==> config.mk <==
export PLATFORM = sky130hd
export DESIGN_NAME = rxq_lockout_fifo
export DESIGN_NICKNAME = d
export VERILOG_FILES = /design/src/rtl/rxq_pkg.sv /design/src/rtl/rxq_ctrl.sv /design/src/rtl/rxq_store.sv /design/src/rtl/rxq_hold.sv /design/src/rtl/rxq_lockout_fifo.sv
export SDC_FILE = /design/constraint.sdc
export NUM_CORES = 1
export LEC_CHECK = 0
export CAP_MARGIN = 20
export CELL_PAD_IN_SITES_DETAIL_PLACEMENT = 0
export CELL_PAD_IN_SITES_GLOBAL_PLACEMENT = 1
export CORE_MARGIN = 8
export CORE_UTILIZATION = 50
export CTS_CLUSTER_DIAMETER = 80
export CTS_CLUSTER_SIZE = 25
export DETAILED_ROUTE_END_ITERATION = 8
export GPL_TIMING_DRIVEN = 0
export PLACE_DENSITY_LB_ADDON = 0.1
export REMOVE_ABC_BUFFERS = 1
export SLEW_MARGIN = 20
export SYNTH_ARGS = -nofsm -noshare
export SYNTH_HDL_FRONTEND = slang
export SYNTH_HIERARCHICAL = 1
export SYNTH_SLANG_ARGS = --single-unit
==> constraint.sdc <==
create_clock -name clk -period 5.4 [get_ports clk]
set_input_delay 0.81 -clock clk [delete_from_list [all_inputs] [get_ports clk]]
set_output_delay 0.81 -clock clk [all_outputs]
set_load 0.05 [all_outputs]
==> src/rtl/rxq_pkg.sv <==
package rxq_pkg;
   // Number of per-word error bits stored next to the data: framing, parity.
   localparam int unsigned FLAG_BITS = 2;

   function automatic bit is_pow2(input int unsigned v);
      return (v != 0) && ((v & (v - 1)) == 0);
   endfunction
endpackage

==> src/rtl/rxq_ctrl.sv <==
module rxq_ctrl #(
   parameter int unsigned DEPTH = 4,
   localparam int unsigned PTR_W = (DEPTH > 1) ? $clog2(DEPTH) : 1,
   localparam int unsigned CNT_W = $clog2(DEPTH + 1)
) (
   input  logic             clk,
   input  logic             rst_n,
   input  logic             wr_valid,
   input  logic             rd_pop,
   input  logic             ovr_clear,
   output logic             push,
   output logic             capture,
   output logic [PTR_W-1:0] wr_ptr,
   output logic [PTR_W-1:0] rd_ptr,
   output logic             not_empty,
   output logic             ovr
);
   logic [CNT_W-1:0] count;
   logic [PTR_W-1:0] wr_nxt, rd_nxt;
   logic             accept, full, pop;

   assign full      = (count == CNT_W'(DEPTH));
   assign not_empty = (count != '0);
   assign accept    = wr_valid && !ovr && !ovr_clear;
   assign push      = accept && !full;
   assign capture   = accept && full;
   assign pop       = rd_pop && not_empty && !ovr_clear;

   generate
      if (rxq_pkg::is_pow2(DEPTH)) begin : g_wrap_free
         assign wr_nxt = wr_ptr + PTR_W'(1);
         assign rd_nxt = rd_ptr + PTR_W'(1);
      end else begin : g_wrap_cmp
         assign wr_nxt = (wr_ptr == PTR_W'(DEPTH - 1)) ? '0 : wr_ptr + PTR_W'(1);
         assign rd_nxt = (rd_ptr == PTR_W'(DEPTH - 1)) ? '0 : rd_ptr + PTR_W'(1);
      end
   endgenerate

   always_ff @(posedge clk or negedge rst_n) begin
      if (!rst_n) begin
         wr_ptr <= '0;
         rd_ptr <= '0;
         count  <= '0;
         ovr    <= 1'b0;
      end else if (ovr_clear) begin
         wr_ptr <= '0;
         rd_ptr <= '0;
         count  <= '0;
         ovr    <= 1'b0;
      end else begin
         if (push) wr_ptr <= wr_nxt;
         if (pop)  rd_ptr <= rd_nxt;
         case ({push, pop})
            2'b10:   count <= count + CNT_W'(1);
            2'b01:   count <= count - CNT_W'(1);
            default: count <= count;
         endcase
         if (capture) ovr <= 1'b1;
      end
   end
endmodule

==> src/rtl/rxq_store.sv <==
module rxq_store #(
   parameter int unsigned DEPTH = 4,
   parameter int unsigned ENT_W = 11,
   localparam int unsigned PTR_W = (DEPTH > 1) ? $clog2(DEPTH) : 1
) (
   input  logic             clk,
   input  logic             rst_n,
   input  logic             we,
   input  logic [PTR_W-1:0] wr_ptr,
   input  logic [ENT_W-1:0] wr_ent,
   input  logic [PTR_W-1:0] rd_ptr,
   output logic [ENT_W-1:0] head_ent
);
   logic [ENT_W-1:0] slot [DEPTH];

   generate
      for (genvar g = 0; g < DEPTH; g++) begin : g_slot
         always_ff @(posedge clk or negedge rst_n) begin
            if (!rst_n)
               slot[g] <= '0;
            else if (we && (wr_ptr == PTR_W'(g)))
               slot[g] <= wr_ent;
         end
      end
   endgenerate

   assign head_ent = slot[rd_ptr];
endmodule

==> src/rtl/rxq_hold.sv <==
module rxq_hold #(
   parameter int unsigned ENT_W = 11
) (
   input  logic             clk,
   input  logic             rst_n,
   input  logic             load,
   input  logic [ENT_W-1:0] din,
   output logic [ENT_W-1:0] dout
);
   always_ff @(posedge clk or negedge rst_n) begin
      if (!rst_n)    dout <= '0;
      else if (load) dout <= din;
   end
endmodule

==> src/rtl/rxq_lockout_fifo.sv <==
module rxq_lockout_fifo #(
   parameter int unsigned DATA_W = 9,
   parameter int unsigned DEPTH  = 4
) (
   input  logic              clk,
   input  logic              rst_n,
   input  logic              wr_valid,
   input  logic [DATA_W-1:0] wr_data,
   input  logic              wr_ferr,
   input  logic              wr_perr,
   input  logic              rd_pop,
   input  logic              ovr_clear,
   output logic [DATA_W-1:0] head_data,
   output logic              head_ferr,
   output logic              head_perr,
   output logic              data_avail,
   output logic              ovr_flag,
   output logic [DATA_W-1:0] hold_data,
   output logic              hold_ferr,
   output logic              hold_perr
);
   localparam int unsigned ENT_W = DATA_W + rxq_pkg::FLAG_BITS;
   localparam int unsigned PTR_W = (DEPTH > 1) ? $clog2(DEPTH) : 1;

   generate
      if (DATA_W < 1 || DATA_W > 64) begin : g_bad_width
         $error("rxq_lockout_fifo: DATA_W out of range");
      end
      if (DEPTH < 2 || DEPTH > 256) begin : g_bad_depth
         $error("rxq_lockout_fifo: DEPTH out of range");
      end
   endgenerate

   logic             push, capture;
   logic [PTR_W-1:0] wr_ptr, rd_ptr;
   logic [ENT_W-1:0] in_ent, head_ent, hold_ent;

   // Entry layout: {framing, parity, data}
   assign in_ent = {wr_ferr, wr_perr, wr_data};

   rxq_ctrl #(.DEPTH(DEPTH)) u_ctrl (
      .clk       (clk),
      .rst_n     (rst_n),
      .wr_valid  (wr_valid),
      .rd_pop    (rd_pop),
      .ovr_clear (ovr_clear),
      .push      (push),
      .capture   (capture),
      .wr_ptr    (wr_ptr),
      .rd_ptr    (rd_ptr),
      .not_empty (data_avail),
      .ovr       (ovr_flag)
   );

   rxq_store #(.DEPTH(DEPTH), .ENT_W(ENT_W)) u_store (
      .clk      (clk),
      .rst_n    (rst_n),
      .we       (push),
      .wr_ptr   (wr_ptr),
      .wr_ent   (in_ent),
      .rd_ptr   (rd_ptr),
      .head_ent (head_ent)
   );

   rxq_hold #(.ENT_W(ENT_W)) u_hold (
      .clk   (clk),
      .rst_n (rst_n),
      .load  (capture),
      .din   (in_ent),
      .dout  (hold_ent)
   );

   assign {head_ferr, head_perr, head_data} = head_ent;
   assign {hold_ferr, hold_perr, hold_data} = hold_ent;
endmodule

Yosys cells after proc, flatten, opt, wreduce, memory -nomap -nowiden
Cells that the tools add are included.
{"block": "totals", "register_bits": 63, "inputBits": 16, "output_inout_bits": 24, "wordCells": 51}
{"block": "op_classes", "addsub": 4, "n_lt_le_gt_ge": 1, "eq_ne": 6, "mux": 11, "bitwise": 1, "reduce_logical": 19}
{"cell": "$bmux 11 s2", "count": 1}
{"cell": "$mux 11", "count": 2}
{"cell": "$logic_and 1x1->1", "count": 10}
{"cell": "$mux 2", "count": 4}
{"cell": "$eq 2x2->1 const B", "count": 3}
{"cell": "$pmux 3 s2", "count": 1}
{"cell": "$reduce_bool 2->1", "count": 3}
{"cell": "$reduce_bool 3->1", "count": 2}
{"cell": "$add 2x1->2 const B", "count": 2}
{"cell": "$eq 2x1->1 const B", "count": 2}
{"cell": "$add 3x1->3 const B", "count": 1}
{"cell": "$eq 3x3->1 const B", "count": 1}
{"cell": "$ge 3x3->1 const B", "count": 1}
{"cell": "$logic_not 1->1", "count": 3}
{"cell": "$mux 3", "count": 1}
{"cell": "$not 2->3", "count": 1}
{"cell": "$sub 3x1->3 const B", "count": 1}
{"cell": "$logic_not 2->1", "count": 1}
{"cell": "$mux 1", "count": 2}

Longest topological paths before layout
{"block": "logic_depth", "word_depth": 7, "depth_mapped": 8, "depth_no_buf": 8}

By module
The synthesis kept the hierarchy.
{"mod": "rxq_store", "instances": 1, "cells_per_inst": 109, "area_per_inst_um2": 2073.2, "seq_area_each_um2": 1101.1}
{"mod": "rxq_ctrl", "instances": 1, "cells_per_inst": 48, "area_per_inst_um2": 480.5, "seq_area_each_um2": 200.2}
{"mod": "rxq_hold", "instances": 1, "cells_per_inst": 23, "area_per_inst_um2": 447.9, "seq_area_each_um2": 275.3}

Least setup slack after synthesis
Ideal clock, no wire load.
{"block": "synth_path", "kind": "in2reg", "from": "in wr_valid", "to": "reg u_ctrl.count[2]", "setup_ps": 135, "arrival_ps": 2209, "required_time_ps": 5265, "slack_ps": 3056, "path_stages": 8, "path_buffers": 0, "cell_sequence": "nand2b_1 -> nor3_2 -> nor3_1 -> fa_1 -> nand2b_1 -> nand2b_1 -> a31oi_1 -> nor3_1"}
{"block": "synth_via", "elab_chain_len": 6, "elab_cells_between_ends": 8, "cone_classes": "2 x eq/ne; 2 x mux; 4 x reduce/logical"}
{"item": "from (decl)", "line_no": "rxq_lockout_fifo.sv:7", "source": "input logic wr_valid,"}
{"item": "$logic_and 1x1->1 (*) (2 in series)", "line_no": "rxq_ctrl.sv:24", "source": "assign accept = wr_valid && !ovr && !ovr_clear;"}
{"item": "$logic_and 1x1->1 (*)", "line_no": "rxq_ctrl.sv:25", "source": "assign push = accept && !full;"}
{"item": "named net push", "line_no": "rxq_lockout_fifo.sv:34", "source": "logic push, capture;"}
{"item": "$eq 2x1->1 / $eq 2x2->1 (equally long branches)", "line_no": "rxq_ctrl.sv:53", "source": "case ({push, pop})"}
{"item": "$pmux 3 s2", "line_no": "rxq_ctrl.sv:53"}
{"item": "$mux 3", "line_no": "rxq_ctrl.sv:45", "source": "end else if (ovr_clear) begin"}
{"item": "to (signal assigned)", "line_no": "rxq_ctrl.sv:54", "source": "2'b10: count <= count + CNT_W'(1);"}
{"item": "to (signal assigned)", "line_no": "rxq_ctrl.sv:55", "source": "2'b01: count <= count - CNT_W'(1);"}
{"item": "to (signal assigned)", "line_no": "rxq_ctrl.sv:56", "source": "default: count <= count;"}
{"item": "to (decl)", "line_no": "rxq_ctrl.sv:18", "source": "logic [CNT_W-1:0] count;"}
Mark *: on every way through the listed nets, which the timed path passes. The rest lies on a longest branch.
A chain may end at the register's enable or synchronous reset.

Final worst setup path
{"block": "layout_path", "from": "reg u_ctrl.rd_ptr[0]", "to": "out head_data[6]"}
{"block": "layout_via", "elab_chain_len": 4}
{"item": "from (decl)", "line_no": "rxq_ctrl.sv:14", "source": "output logic [PTR_W-1:0] rd_ptr,"}
{"item": "from (signal assigned)", "line_no": "rxq_ctrl.sv:52", "source": "if (pop) rd_ptr <= rd_nxt;"}
{"item": "$not 2->3 (not written as such)", "line_no": "rxq_store.sv:27", "source": "assign head_ent = slot[rd_ptr];"}
{"item": "$bmux 11 s2", "line_no": "rxq_store.sv:27"}
{"item": "$mux 11 (not written as such) (2 in series)", "line_no": "rxq_store.sv:27"}
{"item": "to (decl)", "line_no": "rxq_lockout_fifo.sv:13", "source": "output logic [DATA_W-1:0] head_data,"}
No other way between the ends. The select of a mux whose other input is x is not followed.

==> metrics <==
status finished clean; Port Buffers 39; area of the die 0.00874 mm2; Setup-failing EPs final 0; Slew HR 0.366; clk slew on worst S/H paths 70 ps; Max-Cap Viols 0; post-synth top area share 0.525; flop2flop setup slack 2970 ps; mux share of post-synthesis cell area 0.356; required time worst endpoint 4590 ps; drc violations 0; Clock Sinks 63; share of layout cells above drive strength 1 0.355; global placement routability congestion 0.727; via count 1629; register area share after synthesis 0.525; VDD IR max 0.374 mV; Final Hold Viols 0; CP arrival 2600 ps; PD cells 645 mW/mm2; Final min period 3410 ps; Final nets 241; Tot GR Track Use 0.149; total inserted antenna cells 0; Seq cells post-synth 63; most frequent cells in the layout dfrtp_1 (63), mux2_4 (40), clkdlybuf4s50_1 (38); FF-to-FF path depth 4; aggregate global routing overflow 0; vias in the first global route 1865; number of unique standard cell types used by synthesis 33; Worst-Skew Late Latency 330 ps; synthesized cell area 0.00300 mm2; fmax 0.293 GHz; compound-gate portion of the synthesized area 0.0113; Clock Tree Root clkbuf_8; CTS-repair resized insts 0; Critical Path Fanout Max 13; antenna violations before repair 0; Reg2Reg Launch Point u_ctrl/ovr; most common cell after layout, fill and taps aside dfrtp_1; fill count 420; Synth Area in Adders 0.00667; end of the critical path head_data[6]; first-pass GRT wire length 9.90 mm; reg2reg end u_store/slot[16]; Worst-Margin Slew 948 ps; total CTS buffers 9; worst hold-check path type in -> async; area leader, netlist dfrtp_1; Synth Area per Inst 16.7 um2; xor/xnor share of the synthesized area 0.0117; TNS Setup 0 ps; largest family of logic cells by synthesized area multiplexers; initial DRC count 53; final cell count without fillers 303; Starting Density 0.513; P_leak 1.70 nW; hold buffer count at CTS 0; H-tree levels 3; Die H 93.5 um; area grow syn2layout 23.3%; final WL 6.05 mm; CP startpoint u_ctrl/rd_ptr[0]; # placed instances 288; Antenna Nets Post-Route 0; Synth Warn # 6; Cells after Synth 180; ranking of synthesized cells by area dfrtp_1 (53%), mux2_4 (20%), mux4_1 (7.0%); Final period util 0.632; routed len/inst 20.0 um; Final Max Tran Viols 0; post-CTS setup buffers 0; Rows 28; Slowest Stage Delay on Critical Path 860 ps; Detail Placement HPWL 4.06 mm; Max Clock Skew 7.75 ps; crit path launch type register; post-DR vias/cell 5.38; Core Footprint 0.00585 mm2; Critical Setup Path Class reg -> out; Die W 93.5 um; RSZ-0062 raised after global routing no; Pre-Repair DR Iteration Count 4; CTS tree yes; Top-Level Pins 40; Synth Area in Simple Gates 0.0663; largest net degree at the start of global routing 43; CTS max path bufs 2; worst-path cell chain mux4_1 > clkdlybuf4s50_1; CP max stage cell dfrtp_1; Critical Path End Type output pin
-- critical path: cells and delay by family, from the launching register on --
kind                   cells  cell delay (ps)
DFF                        1              860
buffers and inverters      1              730
muxes                      1              680
-- flip-flops by register name (all words and copies together), names as in the netlist --
name	flops
u_ctrl/count	3
u_ctrl/ovr	1
u_ctrl/rd_ptr	2
u_ctrl/wr_ptr	2
u_hold/dout	11
u_store/slot	44
-- synth_stat cells --
| master | count |
|---|---|
| or2b_1 | 1 |
| nor2_1 | 6 |
| o21ai_0 | 1 |
| mux4_2 | 3 |
| nor2b_1 | 1 |
| or3_4 | 1 |
| a31oi_1 | 1 |
| mux2_1 | 1 |
| buf_2 | 1 |
| dfrtp_1 | 63 |
| mux2_2 | 15 |
| or4b_1 | 1 |
| xnor2_1 | 1 |
| or3_1 | 1 |
| mux2_4 | 40 |
| mux4_1 | 8 |
| nor3_2 | 1 |
| a21oi_1 | 3 |
| clkbuf_1 | 1 |
| nor3_1 | 4 |
| nand2b_1 | 4 |
| mux2i_1 | 1 |
| fa_1 | 1 |
| nor4b_1 | 1 |
| nand2_2 | 1 |
| buf_6 | 4 |
| nand3_1 | 2 |
| nor3b_1 | 1 |
| nand3b_1 | 3 |
| nor3b_2 | 2 |
| xor2_1 | 3 |
| buf_4 | 2 |
| o21a_1 | 1 |
-- routing by layer --
metal / routed length, um / vias to the layer above / GRT usage
li1: - / 750 / -
met1: 2650 / 836 / 0.181
met2: 3030 / 35 / 0.238
met3: 261 / 8 / 0.0393
met4: 108 / 0 / 0.0819
met5: 0 / - / 0
-- where the power goes --
part	total (W)	switching, W	internal (W)	leakage, nW
logic	0.00110	0.000586	0.000517	0.769
clock network	0.000501	0.000172	0.000330	0.123
registers	0.000785	0.000134	0.000650	0.805
-- worst min path at each step --
stage	from	to	slack, ps	depth (start not counted)
2_1_floorplan	u_store/slot[22]	u_store/slot[22]	470	1
3_3_place_gp	u_store/slot[35]	u_store/slot[35]	480	1
3_5_place_dp	u_store/slot[38]	u_store/slot[38]	490	1
4_1_cts	rst_n	u_store/slot[36]	360	1
5_1_grt	rst_n	u_store/slot[25]	380	1
6_report	rst_n	u_store/slot[36]	370	1
-- kinds of logic (layout without fill, tap and decap cells) --
| kind of cell | Yosys count | in the layout |
|---|---|---|
| muxes | 68 | 68 |
| DFF | 63 | 63 |
| and+or+nand+nor | 30 | 30 |
| buffers and inverters | 8 | 56 |
| AOI/OAI and AO/OA | 6 | 6 |
| xor gates and xnor gates | 4 | 4 |
| adders and majority gates | 1 | 1 |
-- final cells by class --
type	count	area [um2]	share of cell area
Clock buffer	12	155	0.0419
Clock inverter	3	90.1	0.0243
Multi-Input combinational cell	109	1370	0.369
Sequential cell	63	1580	0.426
Tap cell	75	93.8	0.0253
Timing Repair Buffer	41	419	0.113
-- per-stage QoR --
step	hold WS [ps]	setup WS, ps	util	instance area [um2]	total power (W)
global placement	482	1160	0.584	3420	0.00186
detailed placement	489	1920	0.590	3450	0.00190
CTS	362	1950	0.632	3700	0.00241
finish	365	1990	0.633	3700	0.00239
global route	376	1890	0.633	3700	0.00250
floorplan	473	2560	-	2930	0.00156
(Power assumes the default switching activity.)
